[src/rtl/sinc_pkg.sv]
package sinc_pkg;

    localparam int OUT_W     = 16;
    localparam int MAX_ORDER = 4;
    localparam int MAX_LOG2D = 8;

    typedef enum logic [1:0] {
        RATE_64   = 2'd0,
        RATE_128  = 2'd1,
        RATE_256  = 2'd2,
        RATE_256B = 2'd3
    } rate_e;

    typedef struct packed {
        logic signed [OUT_W-1:0] value;
        logic                    clipped;
    } scaled_t;

    // signed accumulator width that holds +/- D^O without ambiguity
    function automatic int acc_width(input int order, input int log2d);
        return order * log2d + 2;
    endfunction

    function automatic logic [3:0] rate_log2(input rate_e r);
        case (r)
            RATE_64:  return 4'd6;
            RATE_128: return 4'd7;
            default:  return 4'd8;
        endcase
    endfunction

endpackage

[src/rtl/sinc_cic.sv]
module sinc_cic
    import sinc_pkg::*;
#(
    parameter int W     = 34,
    parameter int CNT_W = 8
) (
    input  logic                clk,
    input  logic                rst,
    input  logic                restart,
    input  logic                tick,
    input  logic                bit_in,
    input  logic                order4,
    input  logic [CNT_W-1:0]    last_count,
    output logic signed [W-1:0] res,
    output logic                res_valid
);

    logic signed [W-1:0] integ [MAX_ORDER];
    logic signed [W-1:0] dly   [MAX_ORDER];
    logic signed [W-1:0] diff  [MAX_ORDER];
    logic [CNT_W-1:0]    dcnt;
    logic [2:0]          fill;
    logic [2:0]          order_n;
    logic                fire;
    logic signed [W-1:0] step;
    logic signed [W-1:0] tap;

    assign order_n = order4 ? 3'd4 : 3'd3;
    // +1 for a one, -1 for a zero
    assign step    = {{(W-1){~bit_in}}, 1'b1};
    assign fire    = tick && (dcnt == last_count);
    assign tap     = order4 ? integ[MAX_ORDER-1] : integ[MAX_ORDER-2];

    always_comb begin
        diff[0] = tap - dly[0];
        for (int i = 1; i < MAX_ORDER; i++) begin
            diff[i] = diff[i-1] - dly[i];
        end
    end

    always_ff @(posedge clk) begin
        if (rst || restart) begin
            for (int i = 0; i < MAX_ORDER; i++) begin
                integ[i] <= '0;
                dly[i]   <= '0;
            end
            dcnt      <= '0;
            fill      <= '0;
            res       <= '0;
            res_valid <= 1'b0;
        end else begin
            res_valid <= 1'b0;
            if (tick) begin
                integ[0] <= integ[0] + step;
                for (int i = 1; i < MAX_ORDER; i++) begin
                    integ[i] <= integ[i] + integ[i-1];
                end
                dcnt <= fire ? '0 : dcnt + 1'b1;
            end
            if (fire) begin
                dly[0] <= tap;
                for (int i = 1; i < MAX_ORDER; i++) begin
                    dly[i] <= diff[i-1];
                end
                if (fill == order_n) begin
                    res       <= order4 ? diff[MAX_ORDER-1] : diff[MAX_ORDER-2];
                    res_valid <= 1'b1;
                end else begin
                    fill <= fill + 3'd1;
                end
            end
        end
    end

    AST_FILL_RESTART: assert property (@(posedge clk) disable iff (rst)
        restart |=> !res_valid);

    AST_STROBE_ON_TICK: assert property (@(posedge clk) disable iff (rst)
        res_valid |-> $past(tick));

endmodule

[src/rtl/sinc_scale.sv]
module sinc_scale
    import sinc_pkg::*;
#(
    parameter int IN_W = 34
) (
    input  logic signed [IN_W-1:0] raw,
    input  logic                   order4,
    input  logic [3:0]             log2d,
    output scaled_t                q
);

    localparam logic signed [IN_W-1:0] POS_LIM = IN_W'(32767);
    localparam logic signed [IN_W-1:0] NEG_LIM = -POS_LIM - IN_W'(1);

    logic [5:0]            shamt;
    logic signed [IN_W-1:0] shifted;

    always_comb begin
        // O*log2(D) - 15 keeps full scale at 2^15
        if (order4) begin
            shamt = {log2d, 2'b00} - 6'd15;
        end else begin
            shamt = {1'b0, log2d, 1'b0} + {2'b00, log2d} - 6'd15;
        end
        shifted = raw >>> shamt;
        if (shifted > POS_LIM) begin
            q.value   = 16'sh7FFF;
            q.clipped = 1'b1;
        end else if (shifted < NEG_LIM) begin
            q.value   = -16'sh7FFF - 16'sh0001;
            q.clipped = 1'b1;
        end else begin
            q.value   = shifted[OUT_W-1:0];
            q.clipped = 1'b0;
        end
    end

endmodule

[src/rtl/sinc_limit.sv]
module sinc_limit
    import sinc_pkg::*;
(
    input  logic             clk,
    input  logic             rst,
    input  logic             restart,
    input  logic [OUT_W-1:0] sample,
    input  logic             sample_valid,
    input  logic [OUT_W-1:0] lim_low,
    input  logic [OUT_W-1:0] lim_high,
    output logic             overload
);

    always_ff @(posedge clk) begin
        if (rst || restart) begin
            overload <= 1'b0;
        end else if (sample_valid) begin
            overload <= (sample < lim_low) || (sample > lim_high);
        end
    end

    AST_OVL_HOLDS: assert property (@(posedge clk) disable iff (rst)
        (!sample_valid && !restart) |=> $stable(overload));

endmodule

[src/rtl/sinc_pair.sv]
module sinc_pair
    import sinc_pkg::*;
#(
    parameter int SEC_LOG2D       = 3,
    parameter int RESULTS_PER_IRQ = 4
) (
    input  logic        clk,
    input  logic        rst,
    input  logic        enable,
    input  logic        mod_tick,
    input  logic        mod_bit,
    input  logic [1:0]  pri_rate,
    input  logic        pri_order4,
    input  logic        sec_order4,
    input  logic [15:0] lim_low,
    input  logic [15:0] lim_high,
    input  logic [2:0]  int_en,
    input  logic        flag_clr,
    output logic [15:0] pri_data,
    output logic        pri_valid,
    output logic [15:0] sec_data,
    output logic        sec_valid,
    output logic        overload,
    output logic        irq_count,
    output logic        irq_fovf,
    output logic        irq_ovl
);

    localparam int PRI_W = acc_width(MAX_ORDER, MAX_LOG2D);
    localparam int SEC_W = acc_width(MAX_ORDER, SEC_LOG2D);
    localparam int CNT_W = $clog2(RESULTS_PER_IRQ) + 1;
    localparam logic [SEC_LOG2D-1:0] SEC_LAST = '1;

    typedef enum int { FLG_COUNT = 0, FLG_CLIP = 1, FLG_OVL = 2 } flag_e;

    logic [3:0]              cfg, cfg_q;
    logic                    restart;
    logic [3:0]              pri_log2;
    logic [MAX_LOG2D-1:0]    pri_last;
    logic signed [PRI_W-1:0] pri_raw;
    logic signed [SEC_W-1:0] sec_raw;
    scaled_t                 pri_scaled;
    logic [2:0]              flags, flag_set;
    logic [CNT_W-1:0]        res_cnt;
    logic                    cnt_hit;

    assign cfg      = {pri_rate, pri_order4, sec_order4};
    assign restart  = !enable || (cfg != cfg_q);
    assign pri_log2 = rate_log2(rate_e'(pri_rate));
    assign pri_last = MAX_LOG2D'((9'd1 << pri_log2) - 9'd1);

    always_ff @(posedge clk) begin
        if (rst) cfg_q <= '0;
        else     cfg_q <= cfg;
    end

    sinc_cic #(.W(PRI_W), .CNT_W(MAX_LOG2D)) i_pri (
        .clk(clk), .rst(rst), .restart(restart), .tick(mod_tick),
        .bit_in(mod_bit), .order4(pri_order4), .last_count(pri_last),
        .res(pri_raw), .res_valid(pri_valid)
    );

    sinc_cic #(.W(SEC_W), .CNT_W(SEC_LOG2D)) i_sec (
        .clk(clk), .rst(rst), .restart(restart), .tick(mod_tick),
        .bit_in(mod_bit), .order4(sec_order4), .last_count(SEC_LAST),
        .res(sec_raw), .res_valid(sec_valid)
    );

    sinc_scale #(.IN_W(PRI_W)) i_scale (
        .raw(pri_raw), .order4(pri_order4), .log2d(pri_log2), .q(pri_scaled)
    );

    assign pri_data = pri_scaled.value;
    assign sec_data = 16'(sec_raw) + 16'h8000;

    sinc_limit i_limit (
        .clk(clk), .rst(rst), .restart(restart),
        .sample(sec_data), .sample_valid(sec_valid),
        .lim_low(lim_low), .lim_high(lim_high), .overload(overload)
    );

    assign cnt_hit = pri_valid && (res_cnt == CNT_W'(RESULTS_PER_IRQ - 1));

    always_ff @(posedge clk) begin
        if (rst || restart)  res_cnt <= '0;
        else if (cnt_hit)    res_cnt <= '0;
        else if (pri_valid)  res_cnt <= res_cnt + 1'b1;
    end

    always_comb begin
        flag_set            = '0;
        flag_set[FLG_COUNT] = cnt_hit;
        flag_set[FLG_CLIP]  = pri_valid && pri_scaled.clipped;
        flag_set[FLG_OVL]   = overload;
    end

    always_ff @(posedge clk) begin
        if (rst)           flags <= '0;
        else if (flag_clr) flags <= '0;
        else               flags <= flags | flag_set;
    end

    assign irq_count = flags[FLG_COUNT] & int_en[0];
    assign irq_fovf  = flags[FLG_CLIP]  & int_en[1];
    assign irq_ovl   = flags[FLG_OVL]   & int_en[2];

    AST_FLAG_STICKY: assert property (@(posedge clk) disable iff (rst)
        (flags[FLG_CLIP] && !flag_clr) |=> flags[FLG_CLIP]);

    AST_CLIP_NEEDS_STROBE: assert property (@(posedge clk) disable iff (rst)
        $rose(flags[FLG_CLIP]) |-> $past(pri_valid));

    AST_COUNT_NEEDS_STROBE: assert property (@(posedge clk) disable iff (rst)
        $rose(flags[FLG_COUNT]) |-> $past(pri_valid));

    AST_IDLE_QUIET: assert property (@(posedge clk) disable iff (rst)
        !enable |=> (!pri_valid && !sec_valid && !overload));

endmodule

[config.mk]
export PLATFORM = sky130hd
export DESIGN_NAME = sinc_pair
export DESIGN_NICKNAME = d
export VERILOG_FILES = /design/src/rtl/sinc_pkg.sv /design/src/rtl/sinc_cic.sv /design/src/rtl/sinc_scale.sv /design/src/rtl/sinc_limit.sv /design/src/rtl/sinc_pair.sv
export SDC_FILE = /design/constraint.sdc
export NUM_CORES = 1
export LEC_CHECK = 0
export ABC_AREA = 1
export BUFFER_PORTS_ARGS = -buffer_cell sky130_fd_sc_hd__buf_2
export CAP_MARGIN = 20
export CORE_MARGIN = 1.5
export CORE_UTILIZATION = 49
export CTS_CLUSTER_DIAMETER = 50
export DETAILED_ROUTE_END_ITERATION = 10
export PLACE_DENSITY = 0.77
export SLEW_MARGIN = 10
export SYNTH_ARGS = -nofsm -noshare
export SYNTH_HDL_FRONTEND = slang
export SYNTH_SLANG_ARGS = --single-unit
[constraint.sdc]
create_clock -name clk -period 9.3 [get_ports clk]
set_input_delay 0 -clock clk [delete_from_list [all_inputs] [get_ports clk]]
set_output_delay 0 -clock clk [all_outputs]
set_load 0.01 [all_outputs]
# Word-level counts from Yosys, hierarchy flattened

Memories as Yosys holds them, arrays and structs flattened.
Cells that the tools add are included.
W data, S select, Z words.

Bits in registers: 78
Memory bits (writable): 384
Bits of input ports: 45
Output and inout bits: 38
Memories kept: 4

Add/sub/neg operators: 26
Magnitude comparators: 4
Equality and inequality tests: 7
Shift-type cells: 2
Muxes and demuxes: 41
Bitwise gates (word level): 25
Reductions and logical operators: 17

Memories:

| name        | depth | bits a word | read ports | clocked after memory_dff | wr ports | line           | text |
|---|---|---|---|---|---|---|---|
| i_pri.dly   | 4     | 34          | 4          | 0                        | 4        | sinc_cic.sv:19 | `logic signed [W-1:0] dly [MAX_ORDER];` |
| i_pri.integ | 4     | 34          | 4          | 0                        | 4        | sinc_cic.sv:18 | `logic signed [W-1:0] integ [MAX_ORDER];` |
| i_sec.dly   | 4     | 14          | 4          | 0                        | 4        | sinc_cic.sv:19 |  |
| i_sec.integ | 4     | 14          | 4          | 0                        | 4        | sinc_cic.sv:18 |  |

Operator list:

| operator                 | count |
|---|---|
| $mux W34                 | 10 |
| $mux W14                 | 10 |
| $sub A34 B34 Y34         | 4 |
| $add A34 B34 Y34         | 3 |
| $sub A14 B14 Y14         | 4 |
| $add A14 B14 Y14         | 3 |
| $add A34 B2 Y34          | 1 |
| $gt A34 B16 Y1 const B   | 1 |
| $lt A34 B16 Y1 const B   | 1 |
| $mux W17                 | 2 |
| $sshr A34 B6 Y34         | 1 |
| $add A16 B16 Y16 const B | 1 |
| $gt A16 B16 Y1           | 1 |
| $lt A16 B16 Y1           | 1 |
| $or A1 B1 Y1             | 16 |
| $add A14 B2 Y14          | 1 |
| $mux W1                  | 13 |
| $add A3 B1 Y3 const B    | 4 |
| $sub A6 B4 Y6 const B    | 2 |
| $mux W3                  | 3 |
| $add A8 B1 Y8 const B    | 1 |
| $eq A8 B8 Y1             | 1 |
| $mux W8                  | 1 |
| $pmux W4 S2              | 1 |
| other kinds (18)         | 36 |

# Logic depth before layout (Yosys ltp)

Word-level depth: 11
Mapped depth: 59
Mapped depth without buffers: 57

# Cells and area by module

A second synthesis with hierarchy kept.

Cell total of the unflattened synthesis: 5766
Area total of the unflattened synthesis: 41990.3 um2

By module, submodules not included:

| module           | times used | cells an instance | area each (um2) |
|---|---|---|---|
| sinc_cic (i_pri) | 1          | 3615              | 27437.6 |
| sinc_cic (i_sec) | 1          | 1224              | 9945.8 |
| sinc_scale       | 1          | 708               | 3183.1 |
| sinc_limit       | 1          | 139               | 864.6 |
| sinc_pair        | 1          | 80                | 559.3 |

# Least setup slack after synthesis

Ideal clock, no wire load.

Kind: input-to-reg
Start: input pri_order4
End: register i_pri.res[33]
Setup time: 0.109 ns
Arrival: 6.869 ns
Required time: 9.191 ns
Path slack: 2.322 ns
Cell stages on the path: 51
Buffers on the path: 2
Path through: clkbuf_1 > buf_1 > mux2i_1 > ha_1 > fa_1 > inv_1 > nand2_1 > a21oi_1 > a21oi_1 > o21ai_1 > nand2_1 > nand2_1 > nand2_1 > nand2_1 > a21oi_1 > o21ai_1 > a21oi_1 > xor2_1 > [15 not listed] > inv_1 > o221a_2 > nand3_1 > nand2_1 > ha_1 > inv_1 > nor3_1 > nand2_1 > nor3_1 > o21ai_0 > nand3_1 > nand2_1 > nand3_1 > inv_1 > nand3_1 > nand3_1 > nand2_1 > inv_1

RTL lines:

| item                 | line            | text |
|---|---|---|
| start, declared      | sinc_pair.sv:13 | `input logic pri_order4,` |
| end signal, assigned | sinc_cic.sv:66  | `res <= order4 ? diff[MAX_ORDER-1] : diff[MAX_ORDER-2];` |
| end, declared        | sinc_cic.sv:14  | `output logic signed [W-1:0] res,` |

==> reports/results.ini <==
[cells_and_area]
nNetsFinal=5826
n_fill_cell=7457
seq_area_sq_mm=0.0131
final_layout_size_suffix_gt1_frac=0.0532
final_area_sq_mm=0.0429
multiInputGateArea_sq_mm=0.0222
area_growth_pct=9.86

[hold_path]
hp-start=lim_low[14]
worstHoldPathType=input port to register
hold-path-endpoint=i_limit.overload
min_delay_path_depth=8

[synthesis]
synth_enable_flop_cells=384
yosysMostFrequentCell=nand2_1
syn_nets=5756
synth.avg_cell_area_sq_um=7.38
yosysTopAreaCell=edfxtp_1
async_reset_ff_frac=0
synth.distinct_cells=56
synth_commonest_cells=nand2_1, inv_1, a21oi_1
ys_seq_area_frac=0.335
synth.area.top_cells=edfxtp_1, ha_1, nand2_1
synth_warnings=0
synth-seq-cells=461
netlist_instances=5288
yosysTopAreaCellShare=0.295
syn_area_sq_mm=0.0390
ys.flop_type=edfxtp_1

[worst_setup_path]
cpMostUsedCell=nand2_1
critPathKind=register to register
cp.depth=51
reg2reg_depth=51
r2r_end=i_pri.res[33]
reg2reg_slack_ns=1.27
critical-path-max-stage-delay_ns=0.41
arrival_ns=8.53
slowest_stage=edfxtp_1
cp-end-kind=register
critPathBufInv=9
crit_required_ns=9.81
worstReg2RegStart=i_pri.integ[3][2]
cp-start-kind=register
cp_top_family=simple AND/OR/NAND/NOR gates
worstPathMaxFanout=5

[timing]
fin_ws_ns=1.27
grt_setup_unrepaired=no
final.setup.tns_ns=0
timing.hold.ws_ns=0.0495
fin_crit_sh=0.863
fmax_mhz=125
hold_violations=0
tightest_slew_ns=1.06
setup_viol=0
fin_worst_skew_ns=0.0285
period_needed_ns=8.03
relSlewSlack=0.293
slew_viol_final=0

[clock_tree]
clock_sinks=461
cts_resized=0
insertion_delay_ns=0.62
cts_tree=yes
clock-root-buffer=clkbuf_16
htreeDepth=3
post_cts_buffers=0
cts.clk_slew.worst_paths_ns=0.06
clockBufferDepth=3
cts_made_buffers=70

[place]
dp_hpwl_mm=70.8
post_dp_cell_area_sq_mm=0.0404
pre_cts_ws_ns=1.22
portBuffers=82
gp_congestion=0.943

[global_route]
grt_pass1_vias=34300
grt_pass1_wl_mm=159
grt_use_total=0.231
overflow=0
grt_antenna_before_repair=1
grt_max_degree=86

[power]
finalPower_uw=9780
p_leak_uw=0.0203
power_density_mw_per_mm2=228
peakVddDrop_mv=0.193

[detailed_routing]
drt_iter0_markers=2347
wire_per_inst_um=14.7
vias=35100
postRouteAntennaNets=0
vias_per_cell=5.42
drc_errors=0
drt_wl_total_mm=94.7
drt_first_pass_iters=5

[die]
die_h_um=285
boundaryPins=83
rows=103
die_x_um=285
dieArea_sq_mm=0.0814
start_util=0.495
coreArea_sq_mm=0.0789

[run_status]
status=finished, final reports clean

[job]
maxCapViolCount=0

==> worst reg2reg max path: cells and delay by family (launching register included) <==
kind	cells	cell delay [ns]
fa+ha+maj	4	1.34
xor+xnor	1	0.22
flops	1	0.41
simple gates	24	2.86
compound gates	13	2.49
buf+inv	9	0.59
==> cells by family after synthesis <==
group | after synthesis | synth area share
mux | 9 | 0.00231
compound gates | 1329 | 0.189
fa+ha+maj | 423 | 0.139
xor+xnor | 150 | 0.0336
simple gates | 1912 | 0.203
flops | 461 | 0.335
buf+inv | 1004 | 0.0988
==> report_power, final <==
part	total [uW]	switching (uW)	internal, uW	leakage [uW]
Combinational	4870	3170	1700	0.0139
Sequential	2250	13.2	2240	0.00532
Clock	2660	1040	1620	0.00113
Total	9780	4220	5550	0.0203
==> metal layers <==
metal | GRT usage | share of wire | vias up
li1 | - | - | 18000
met2 | 0.415 | 0.48 | 726
met5 | 0 | 0 | -
met1 | 0.278 | 0.44 | 16100
met4 | 0.0942 | 0.039 | 0
met3 | 0.0290 | 0.038 | 228
==> per-stage QoR <==
step / utilization / instances
3_3_place_gp: 0.513 / 6325
3_5_place_dp: 0.513 / 6325
4_1_cts: 0.543 / 6462
5_1_grt: 0.544 / 6464
2_1_floorplan: - / 5288
6_report: 0.544 / 6464
==> cell type report <==
| type | instances | share of cell area |
|---|---|---|
| well taps | 1050 | 0.0306 |
| repair buffers | 110 | 0.0155 |
| multi-input cells | 3823 | 0.517 |
| clock buffers | 81 | 0.0433 |
| diodes | 1 | 0.0000583 |
| clock inverters | 46 | 0.0112 |
| inverters | 892 | 0.0781 |
| flip-flops and latches | 461 | 0.305 |
==> worst max path at each step <==
stage	startpoint	end	slack, ns
CTS	i_pri.integ[3][2]	i_pri.res[33]	1.31
floorplan	pri_order4	i_pri.res[33]	2.32
global placement	pri_order4	i_pri.res[33]	1.36
detailed placement	pri_order4	i_pri.res[33]	1.22
finish	i_pri.integ[3][2]	i_pri.res[33]	1.27
global route	i_pri.integ[3][1]	i_pri.res[33]	0.33
==> placed cells by master, fill, tap and decap left out, types with 9 or more instances in the layout <==
master,instances
a211oi_1,11
a21boi_0,13
a21o_1,26
a21oi_1,590
a221oi_1,13
a31oi_1,38
buf_2,82
buf_4,17
clkbuf_16,72
clkinv_1,17
dfxtp_1,77
dlygate4sd3_1,10
edfxtp_1,384
fa_1,16
ha_1,407
inv_1,884
mux2i_1,9
nand2_1,927
nand3_1,206
nand4_1,38
nor2_1,570
nor3_1,62
nor4_1,13
o211ai_1,61
o21a_1,53
o21ai_0,419
o21ai_1,27
o21bai_1,34
o221ai_1,12
or2_2,60
xnor2_1,44
xor2_1,106
==> what timing repair did <==
item,in CTS,in global routing
hold endpoints to repair,24,0
hold buffers,10,0
setup endpoints to repair,0,0
==> state kept, by name (all words and copies together) (netlist names), 4 cells and up <==
| signal | flops |
|---|---|
| i_pri.dly | 136 |
| i_pri.integ | 136 |
| i_pri.res | 33 |
| i_sec.dly | 56 |
| i_sec.res | 14 |
| cfg_q | 4 |
| i_sec.integ | 56 |
| i_pri.dcnt | 8 |
Note: power is estimated with default switching activity, not from simulation.
